`config.mk`:
```
export PLATFORM = sky130hd
export DESIGN_NAME = adc_trig_sched
export DESIGN_NICKNAME = d
export VERILOG_FILES = /design/src/rtl/adc_trig_sched.sv
export SDC_FILE = /design/constraint.sdc
export NUM_CORES = 1
export LEC_CHECK = 0
export BUFFER_PORTS_ARGS = -buffer_cell sky130_fd_sc_hd__buf_2
export CAP_MARGIN = 20
export CORE_ASPECT_RATIO = 0.5
export CORE_MARGIN = 5
export CORE_UTILIZATION = 35
export CTS_CLUSTER_SIZE = 14
export DETAILED_ROUTE_END_ITERATION = 10
export HOLD_SLACK_MARGIN = 0.1
export PLACE_DENSITY = 0.48
export SLEW_MARGIN = 20
export SYNTH_ARGS = -nofsm -noshare
export SYNTH_HDL_FRONTEND = slang
export SYNTH_SLANG_ARGS = --single-unit
```
`constraint.sdc`:
```
create_clock -name clk -period 2.9 [get_ports clk]
set_input_delay 0.145 -clock clk [delete_from_list [all_inputs] [get_ports clk]]
set_output_delay 0.145 -clock clk [all_outputs]
set_load 0.005 [all_outputs]
```
`src/rtl/adc_trig_sched.sv`:
```
module adc_trig_sched #(
  parameter int NMOD = 19,
  parameter int IDXW = 5,
  parameter int DLYW = 8,
  parameter int NEOC = 2,
  parameter int NTMR = 4,
  parameter int NPWM = 14,
  localparam int SRCW = 5,
  localparam int CFGW = DLYW + SRCW + 4
) (
  input  logic            clk,
  input  logic            rst_n,
  input  logic            cfg_we,
  input  logic [IDXW-1:0] cfg_idx,
  input  logic [CFGW-1:0] cfg_data,
  input  logic            swtrg_we,
  input  logic [NMOD-1:0] swtrg_mask,
  input  logic            cancel_we,
  input  logic [NMOD-1:0] cancel_mask,
  input  logic            ovf_clr_we,
  input  logic [NMOD-1:0] ovf_clr_mask,
  input  logic            ext_pin,
  input  logic [NEOC-1:0] eoc_pulse,
  input  logic [NTMR-1:0] tmr_ovf,
  input  logic [NPWM-1:0] pwm_trg,
  input  logic            conv_done,
  output logic            conv_start,
  output logic [IDXW-1:0] conv_module,
  output logic            busy,
  output logic [NMOD-1:0] pending,
  output logic [NMOD-1:0] ovf_sts,
  output logic            ovf_any
);
  localparam int NCODE = 1 << SRCW;
  localparam int NHW   = 2 + NEOC + NTMR + NPWM;

  logic [2:0]      ext_s;
  logic [3:0]      psc_q;
  logic [NMOD-1:0] pend_q, ovf_q, set_v, ovfset_v, cancel_v, cand, done_clr;
  logic            gnt_ok;
  logic [IDXW-1:0] gnt_idx;

  wire ext_rise = ext_s[1] & ~ext_s[2];
  wire ext_fall = ~ext_s[1] & ext_s[2];
  wire [3:0] tick = {psc_q == 4'hF, psc_q[1:0] == 2'b11, psc_q[0], 1'b1};
  wire [NCODE-1:0] hwv = {{(NCODE-NHW){1'b0}}, pwm_trg, tmr_ovf, eoc_pulse, 2'b00};

  assign cancel_v = cancel_we ? cancel_mask : '0;
  assign cand     = pend_q & ~cancel_v;
  assign done_clr = (busy & conv_done) ? (NMOD'(1) << conv_module) : '0;
  assign pending  = pend_q;
  assign ovf_sts  = ovf_q;
  assign ovf_any  = |ovf_q;

  always_ff @(posedge clk or negedge rst_n)
    if (!rst_n) begin
      ext_s <= '0;
      psc_q <= '0;
    end else begin
      ext_s <= {ext_s[1:0], ext_pin};
      psc_q <= psc_q + 4'd1;
    end

  for (genvar g = 0; g < NMOD; g++) begin : g_mod
    logic [SRCW-1:0] src;
    logic            fe, re, act;
    logic [1:0]      div;
    logic [DLYW-1:0] dly, cnt;

    wire hw   = (src == SRCW'(1)) ? ((fe & ext_fall) | (re & ext_rise)) : hwv[src];
    wire ev   = (swtrg_we & swtrg_mask[g]) | hw;
    wire occ  = pend_q[g] | act;
    wire take = ev & ~occ;
    wire fin  = act & tick[div] & (cnt == DLYW'(1));

    assign set_v[g]    = (take & (dly == '0)) | fin;
    assign ovfset_v[g] = ev & occ;

    always_ff @(posedge clk or negedge rst_n)
      if (!rst_n) {dly, div, re, fe, src} <= '0;
      else if (cfg_we && cfg_idx == IDXW'(g)) {dly, div, re, fe, src} <= cfg_data;

    always_ff @(posedge clk or negedge rst_n)
      if (!rst_n) begin
        act <= 1'b0;
        cnt <= '0;
      end else if (cancel_v[g]) begin
        act <= 1'b0;
      end else if (take && dly != '0) begin
        act <= 1'b1;
        cnt <= dly;
      end else if (fin) begin
        act <= 1'b0;
      end else if (act && tick[div]) begin
        cnt <= cnt - DLYW'(1);
      end
  end

  always_comb begin
    gnt_ok  = 1'b0;
    gnt_idx = '0;
    for (int i = NMOD - 1; i >= 0; i--)
      if (cand[i]) begin
        gnt_ok  = 1'b1;
        gnt_idx = IDXW'(i);
      end
  end

  always_ff @(posedge clk or negedge rst_n)
    if (!rst_n) begin
      pend_q      <= '0;
      ovf_q       <= '0;
      busy        <= 1'b0;
      conv_start  <= 1'b0;
      conv_module <= '0;
    end else begin
      pend_q     <= ((pend_q & ~done_clr) | set_v) & ~cancel_v;
      ovf_q      <= (ovf_q & ~(ovf_clr_we ? ovf_clr_mask : '0)) | ovfset_v;
      conv_start <= 1'b0;
      if (!busy && gnt_ok) begin
        busy        <= 1'b1;
        conv_start  <= 1'b1;
        conv_module <= gnt_idx;
      end else if (busy && conv_done) begin
        busy <= 1'b0;
      end
    end
endmodule


```
## Word-level counts from Yosys, hierarchy flattened

Cells that the tools add are included.
W data, S select, Z words.

| storage, ports and cells | value |
|---|---|
| bits in latches | 0 |
| logic and storage cells | 967 |
| output and inout bits | 46 |
| ROM bits | 0 |
| register bits | 546 |
| memories | 0 |
| bits of input ports | 107 |
| memory bits (writable) | 0 |

| operators by class | value |
|---|---|
| muxes and demuxes | 253 |
| $mul | 0 |
| eq/ne operators | 77 |
| $add $sub $neg | 20 |
| $lt $le $gt $ge | 38 |
| bitwise logic cells | 280 |
| reduce and logical (&&, ||, !) cells | 158 |
| div/mod/pow operators | 0 |
| shift-type cells | 1 |

Operators with widths:

| kind | count |
|---|---|
| $mux W8 | 57 |
| $and A1 B1 Y1 | 155 |
| $eq A8 B1 Y1 const B | 19 |
| $logic_not A8 Y1 | 19 |
| $reduce_bool A8 Y1 | 19 |
| $sub A8 B1 Y8 const B | 19 |
| $mux W1 | 136 |
| $lt A5 B6 Y1 const B | 19 |
| $eq A5 B1 Y1 const B | 20 |
| $bmux W1 S5 | 19 |
| $mux W5 | 19 |
| $and A19 B19 Y19 | 4 |
| $or A1 B1 Y1 | 76 |
| $logic_and A1 B1 Y1 | 59 |
| $lt A2 B3 Y1 const B | 19 |
| $mux W19 | 3 |
| $not A19 Y19 | 3 |
| $reduce_and A3 Y1 | 19 |
| $reduce_bool A3 Y1 | 19 |
| $eq A5 B4 Y1 const B | 8 |
| $not A1 Y1 | 40 |
| $reduce_bool A2 Y1 | 20 |
| $bmux W1 S2 | 19 |
| $ne A2 B1 Y1 const B | 19 |
| 11 further kinds | 18 |

## Longest topological paths before layout

| logic depth | value |
|---|---|
| depth after elaboration | 24 |
| gate-level depth with buffers | 11 |
| mapped depth without buffers | 8 |

## Least setup slack after synthesis

Ideal clock, no wire load.

| timing path | value |
|---|---|
| path kind | flip-flop to flip-flop |
| start point | register g_mod[12].src[0] |
| end point | register g_mod[12].cnt[3] |
| data arrival time | 2.608 ns |
| cell stages (with the launch flop) | 9 |
| path slack | 0.166 ns |
| clock period less this slack | 2.734 ns |
| cells stage by stage | dfrtp_1 > clkbuf_1 > mux4_2 > o32a_1 > a221oi_1 > nand3b_1 > buf_2 > a21oi_1 > o2bb2a_1 |

| between the ends | value |
|---|---|
| word-level cells in the longest chain between the ends | 8 |

RTL lines:

| item | RTL line | RTL |
|---|---|---|
| from (decl) | 65 | `logic [SRCW-1:0] src;` |
| from (signal assigned) | 81 | `else if (cfg_we && cfg_idx == IDXW'(g)) {dly, div, re, fe, src} <= cfg_data;` |
| $bmux W1 S5 | 70 | `wire hw = (src == SRCW'(1)) ? ((fe & ext_fall) \| (re & ext_rise)) : hwv[src];` |
| $mux W1 (not written as such) | 70 |  |
| $mux W1 * | 70 |  |
| $or A1 B1 Y1 * | 71 | `wire ev = (swtrg_we & swtrg_mask[g]) \| hw;` |
| $and A1 B1 Y1 * | 73 | `wire take = ev & ~occ;` |
| $logic_and A1 B1 Y1 * | 89 | `end else if (take && dly != '0) begin` |
| $ne A2 B1 Y1 (no source line) / $reduce_bool A2 Y1 (equally long branches) | n/a |  |
| $reduce_and A3 Y1 (no source line) | n/a |  |
| to (signal assigned) | 91 | `cnt <= dly;` |
| to (signal assigned) | 95 | `cnt <= cnt - DLYW'(1);` |
| to (decl) | 68 | `logic [DLYW-1:0] dly, cnt;` |

Mark *: on every way between the ends. The rest lies on a longest branch, timed or not. The select of a mux whose other input is x is not followed.
A chain may end at the register's enable or synchronous reset.

## Worst setup path in the final report

| timing path | value |
|---|---|
| start point | register ovf_q[6], in the netlist ovf_sts[6] |
| end point | output ovf_any |

| between the ends | value |
|---|---|
| word-level cells in the longest chain between the ends | 1 |

RTL lines:

| item | RTL line | RTL |
|---|---|---|
| from (decl) | 39 | `logic [NMOD-1:0] pend_q, ovf_q, set_v, ovfset_v, cancel_v, cand, done_clr;` |
| from (signal assigned) | 118 | `ovf_q <= (ovf_q & ~(ovf_clr_we ? ovf_clr_mask : '0)) \| ovfset_v;` |
| $reduce_or A19 Y1 | 53 | `assign ovf_any = \|ovf_q;` |
| to (decl) | 32 | `output logic ovf_any` |

Every way passes these cells.

==> results.sh <==
export IMPL_routed_top_layer="met4"
export IMPL_hpwl_mm=74.4
export IMPL_r2r_setup_slack_ns=0.11
export IMPL_slowest_stage="or4_1"
export IMPL_synth_enable_flop_cells=0
export IMPL_start_util_pct=35.5
export IMPL_final_antenna_net_count=0
export IMPL_htreeDepth=2
export IMPL_crit_start="ovf_sts[6]"
export IMPL_fillCellCount=8415
export IMPL_worst_slack_ns=0.00790
export IMPL_wl_met3_mm=6.56
export IMPL_avgSynthCellArea_um2=10.5
export IMPL_wl_met1_mm=50.2
export IMPL_leakagePower_nw=15.8
export IMPL_worst_pin_slew_ns=0.912
export IMPL_rr_startpoint="ext_s[1]"
export IMPL_status="complete, no violations"
export IMPL_drv_slew=0
export IMPL_ff2ff_path_depth=9
export IMPL_fin_util_pct=41.9
export IMPL_synth_main_ff_cell="dfrtp_1"
export IMPL_vdd_drop_max_uv=490
export IMPL_fin_crit_sh_pct=99.7
export IMPL_grt_max_degree=70
export IMPL_yosysTopAreaCell="dfrtp_1"
export IMPL_hold_violations=0
export IMPL_path_buf_inv=2
export IMPL_cpPeakStageDelay_ns=0.55
export IMPL_finalInstanceArea_um2=36300
export IMPL_endpoint="ovf_any"
export IMPL_cts_sinks=546
export IMPL_die_h_um=220
export IMPL_netlist_area_um2=30800
export IMPL_worstHoldStart="cancel_we"
export IMPL_path_cells="nor4_2 -> buf_4 -> nand4_1 -> or4_1 -> buf_2"
export IMPL_synth_top_family_by_area="multiplexers"
export IMPL_synth_seq_cells=546
export IMPL_timing_hold_ws_ns=0.139
export IMPL_synth_distinct_cells=93
export IMPL_startpoint_type="register"
export IMPL_cts_tree="done"
export IMPL_drt_iter0_markers=1957
export IMPL_grt_first_pass_wirelength_mm=161
export IMPL_final_nets=3333
export IMPL_yosys_warnings=0
export IMPL_hold_path_class="primary input to register"
export IMPL_end_kind="output port"
export IMPL_grt_pass1_vias=25100
export IMPL_die_area_um2=94300
export IMPL_placedInstanceArea_um2=33700
export IMPL_clk_pin_slew_ns=0.06
export IMPL_grt_antenna_before_repair=9
export IMPL_numCtsBuffers=54
export IMPL_routed_wl_mm=107
export IMPL_cts_root_buf="clkbuf_16"
export IMPL_clock_latency_ns=0.63
export IMPL_die_x_um=429
export IMPL_clock_path_buffers=3
export IMPL_synth_seq_area_share_pct=44.4
export IMPL_power_density_nw_per_um2=892
export IMPL_dr_wl_met2_mm=47.4
export IMPL_cp_depth=5
export IMPL_synthSimpleGateAreaFrac_pct=15.1
export IMPL_grt_overflow=0
export IMPL_synth_compound_area_share_pct=15.5
export IMPL_synth_commonest_cells="546 x dfrtp_1, 323 x mux2_2, 213 x nand2_1"
export IMPL_syn2layout_area_growth_pct=18.1
export IMPL_row_count=76
export IMPL_viasPerCell=5.76
export IMPL_finalSetupViolCount=0
export IMPL_multi_input_area_um2=15900
export IMPL_core_um2=86600
export IMPL_grt_total_usage_pct=22.3
export IMPL_synthMuxAreaShare_pct=18.8
export IMPL_arrival_ns=2.75
export IMPL_syn_num_nets=3086
export IMPL_port_buffers=152
export IMPL_required_ns=2.76
export IMPL_yosys_area_share_adder_pct=1.59
export IMPL_synth_xor_area_share_pct=0.171
export IMPL_seq_area_um2=13700
export IMPL_place_congestion=0.866
export IMPL_total_power_w=0.0324
export IMPL_synthTopCellsByArea="dfrtp_1 44%, mux2_2 12%, mux4_2 4.7%"
export IMPL_maxSlewHeadroom_pct=39.2
export IMPL_critPathKind="register to output port"
export IMPL_timing_rr_end="g_mod[17].cnt[7]"
export IMPL_layout_drive_gt1_share_pct=26.9
export IMPL_drt_first_pass_iters=5
export IMPL_skew_ns=0.0274
export IMPL_ioPinCount=153
export IMPL_synthCells=2940
export IMPL_drc_errors=0
export IMPL_cpLargestDelayFamily="simple AND/OR/NAND/NOR gates"
export IMPL_netlist_area_leader_share_pct=44.4
export IMPL_dr_total_vias=25400
export IMPL_ys_async_sr_fraction_pct=100
export IMPL_dp_slack_ns=-0.286
export IMPL_maxCapViolCount=0
export IMPL_max_freq_mhz=346
export IMPL_routedWlPerCell_um=24.3
export IMPL_crit_fanout=3
export IMPL_fin_crit_ns=2.89
export IMPL_yosysMostFrequentCell="dfrtp_1"
layout make-up:
| type | count | share of cell area, % |
|---|---|---|
| antenna | 4 | 0.0275 |
| inverter | 148 | 1.53 |
| timing repair buffer | 389 | 7.86 |
| clock buffer | 77 | 4.43 |
| tap | 1170 | 4.03 |
| clock inverter | 22 | 0.823 |
| multi-input combinational | 2048 | 43.7 |
| sequential | 546 | 37.6 |
registers in the layout (all words and copies together), names as in the netlist:
signal,count
pending,19
psc_q,4
busy,1
g_mod.src,95
conv_start,1
ext_s,3
g_mod.re,19
g_mod.dly,152
g_mod.act,19
g_mod.cnt,152
g_mod.fe,19
conv_module,5
g_mod.div,38
ovf_sts,19
worst reg2reg max path, delay by kind of cell (launching register included):
family / cells / cell delay, ns
multiplexers: 1 / 0.52
AND/OR/NAND/NOR: 3 / 0.71
flip-flops: 1 / 0.47
AO/OA/AOI/OAI: 3 / 0.62
buffers and inverters: 2 / 0.39
per-layer routing:
| layer | vias up | GRT usage [%] |
|---|---|---|
| met4 | 0 | 6.44 |
| li1 | 11500 | - |
| met2 | 748 | 34.6 |
| met5 | - | 0 |
| met3 | 142 | 4.17 |
| met1 | 13000 | 31.8 |
where the power goes:
| group | total, W | leakage, nW | switching [W] | internal (W) |
|---|---|---|---|---|
| Combinational | 0.0119 | 8.06 | 0.00613 | 0.00582 |
| Clock | 0.00776 | 0.935 | 0.00328 | 0.00448 |
| Sequential | 0.0127 | 6.80 | 0.00271 | 0.0100 |
| Total | 0.0324 | 15.8 | 0.0121 | 0.0203 |
what timing repair did:
| item | in CTS | in global routing |
|---|---|---|
| resized for setup | 7 | 22 |
| hold buffers | 50 | 0 |
| setup endpoints to repair | 25 | 66 |
| hold endpoints to repair | 640 | 0 |
| setup buffers | 8 | 2 |
| pin swaps | 4 | 3 |
cell usage in the layout (no fill, tap or decap), types with 84 or more instances in the layout:
| master | count |
|---|---|
| mux2_2 | 323 |
| buf_4 | 171 |
| o21ai_0 | 125 |
| dfrtp_1 | 542 |
| nand3_1 | 84 |
| buf_2 | 151 |
| nand2_1 | 212 |
| nor2_1 | 151 |
| inv_1 | 148 |
| a21oi_1 | 116 |
cells by family after synthesis:
kind of cell / Yosys count
muxes: 454
adders and majority gates: 39
buffers and inverters: 346
and+or+nand+nor: 877
AOI/OAI and AO/OA: 672
xor gates and xnor gates: 6
DFF: 546
metrics by stage:
step	TNS, ns	std cells
floorplan	0	2940
global placement	-3.28	4241
detailed placement	-3.92	4241
CTS	0	4398
global route	-0.0182	4404
finish	0	4404
how the worst min path moves through the flow:
stage	endpoint	depth (start not counted)
floorplan	busy	0
global placement	ext_s[0]	1
detailed placement	ext_s[0]	1
CTS	g_mod[16].src[4]	4
global route	g_mod[14].dly[0]	3
finish	g_mod[16].cnt[2]	3
Power figures use the tool's default switching activity.
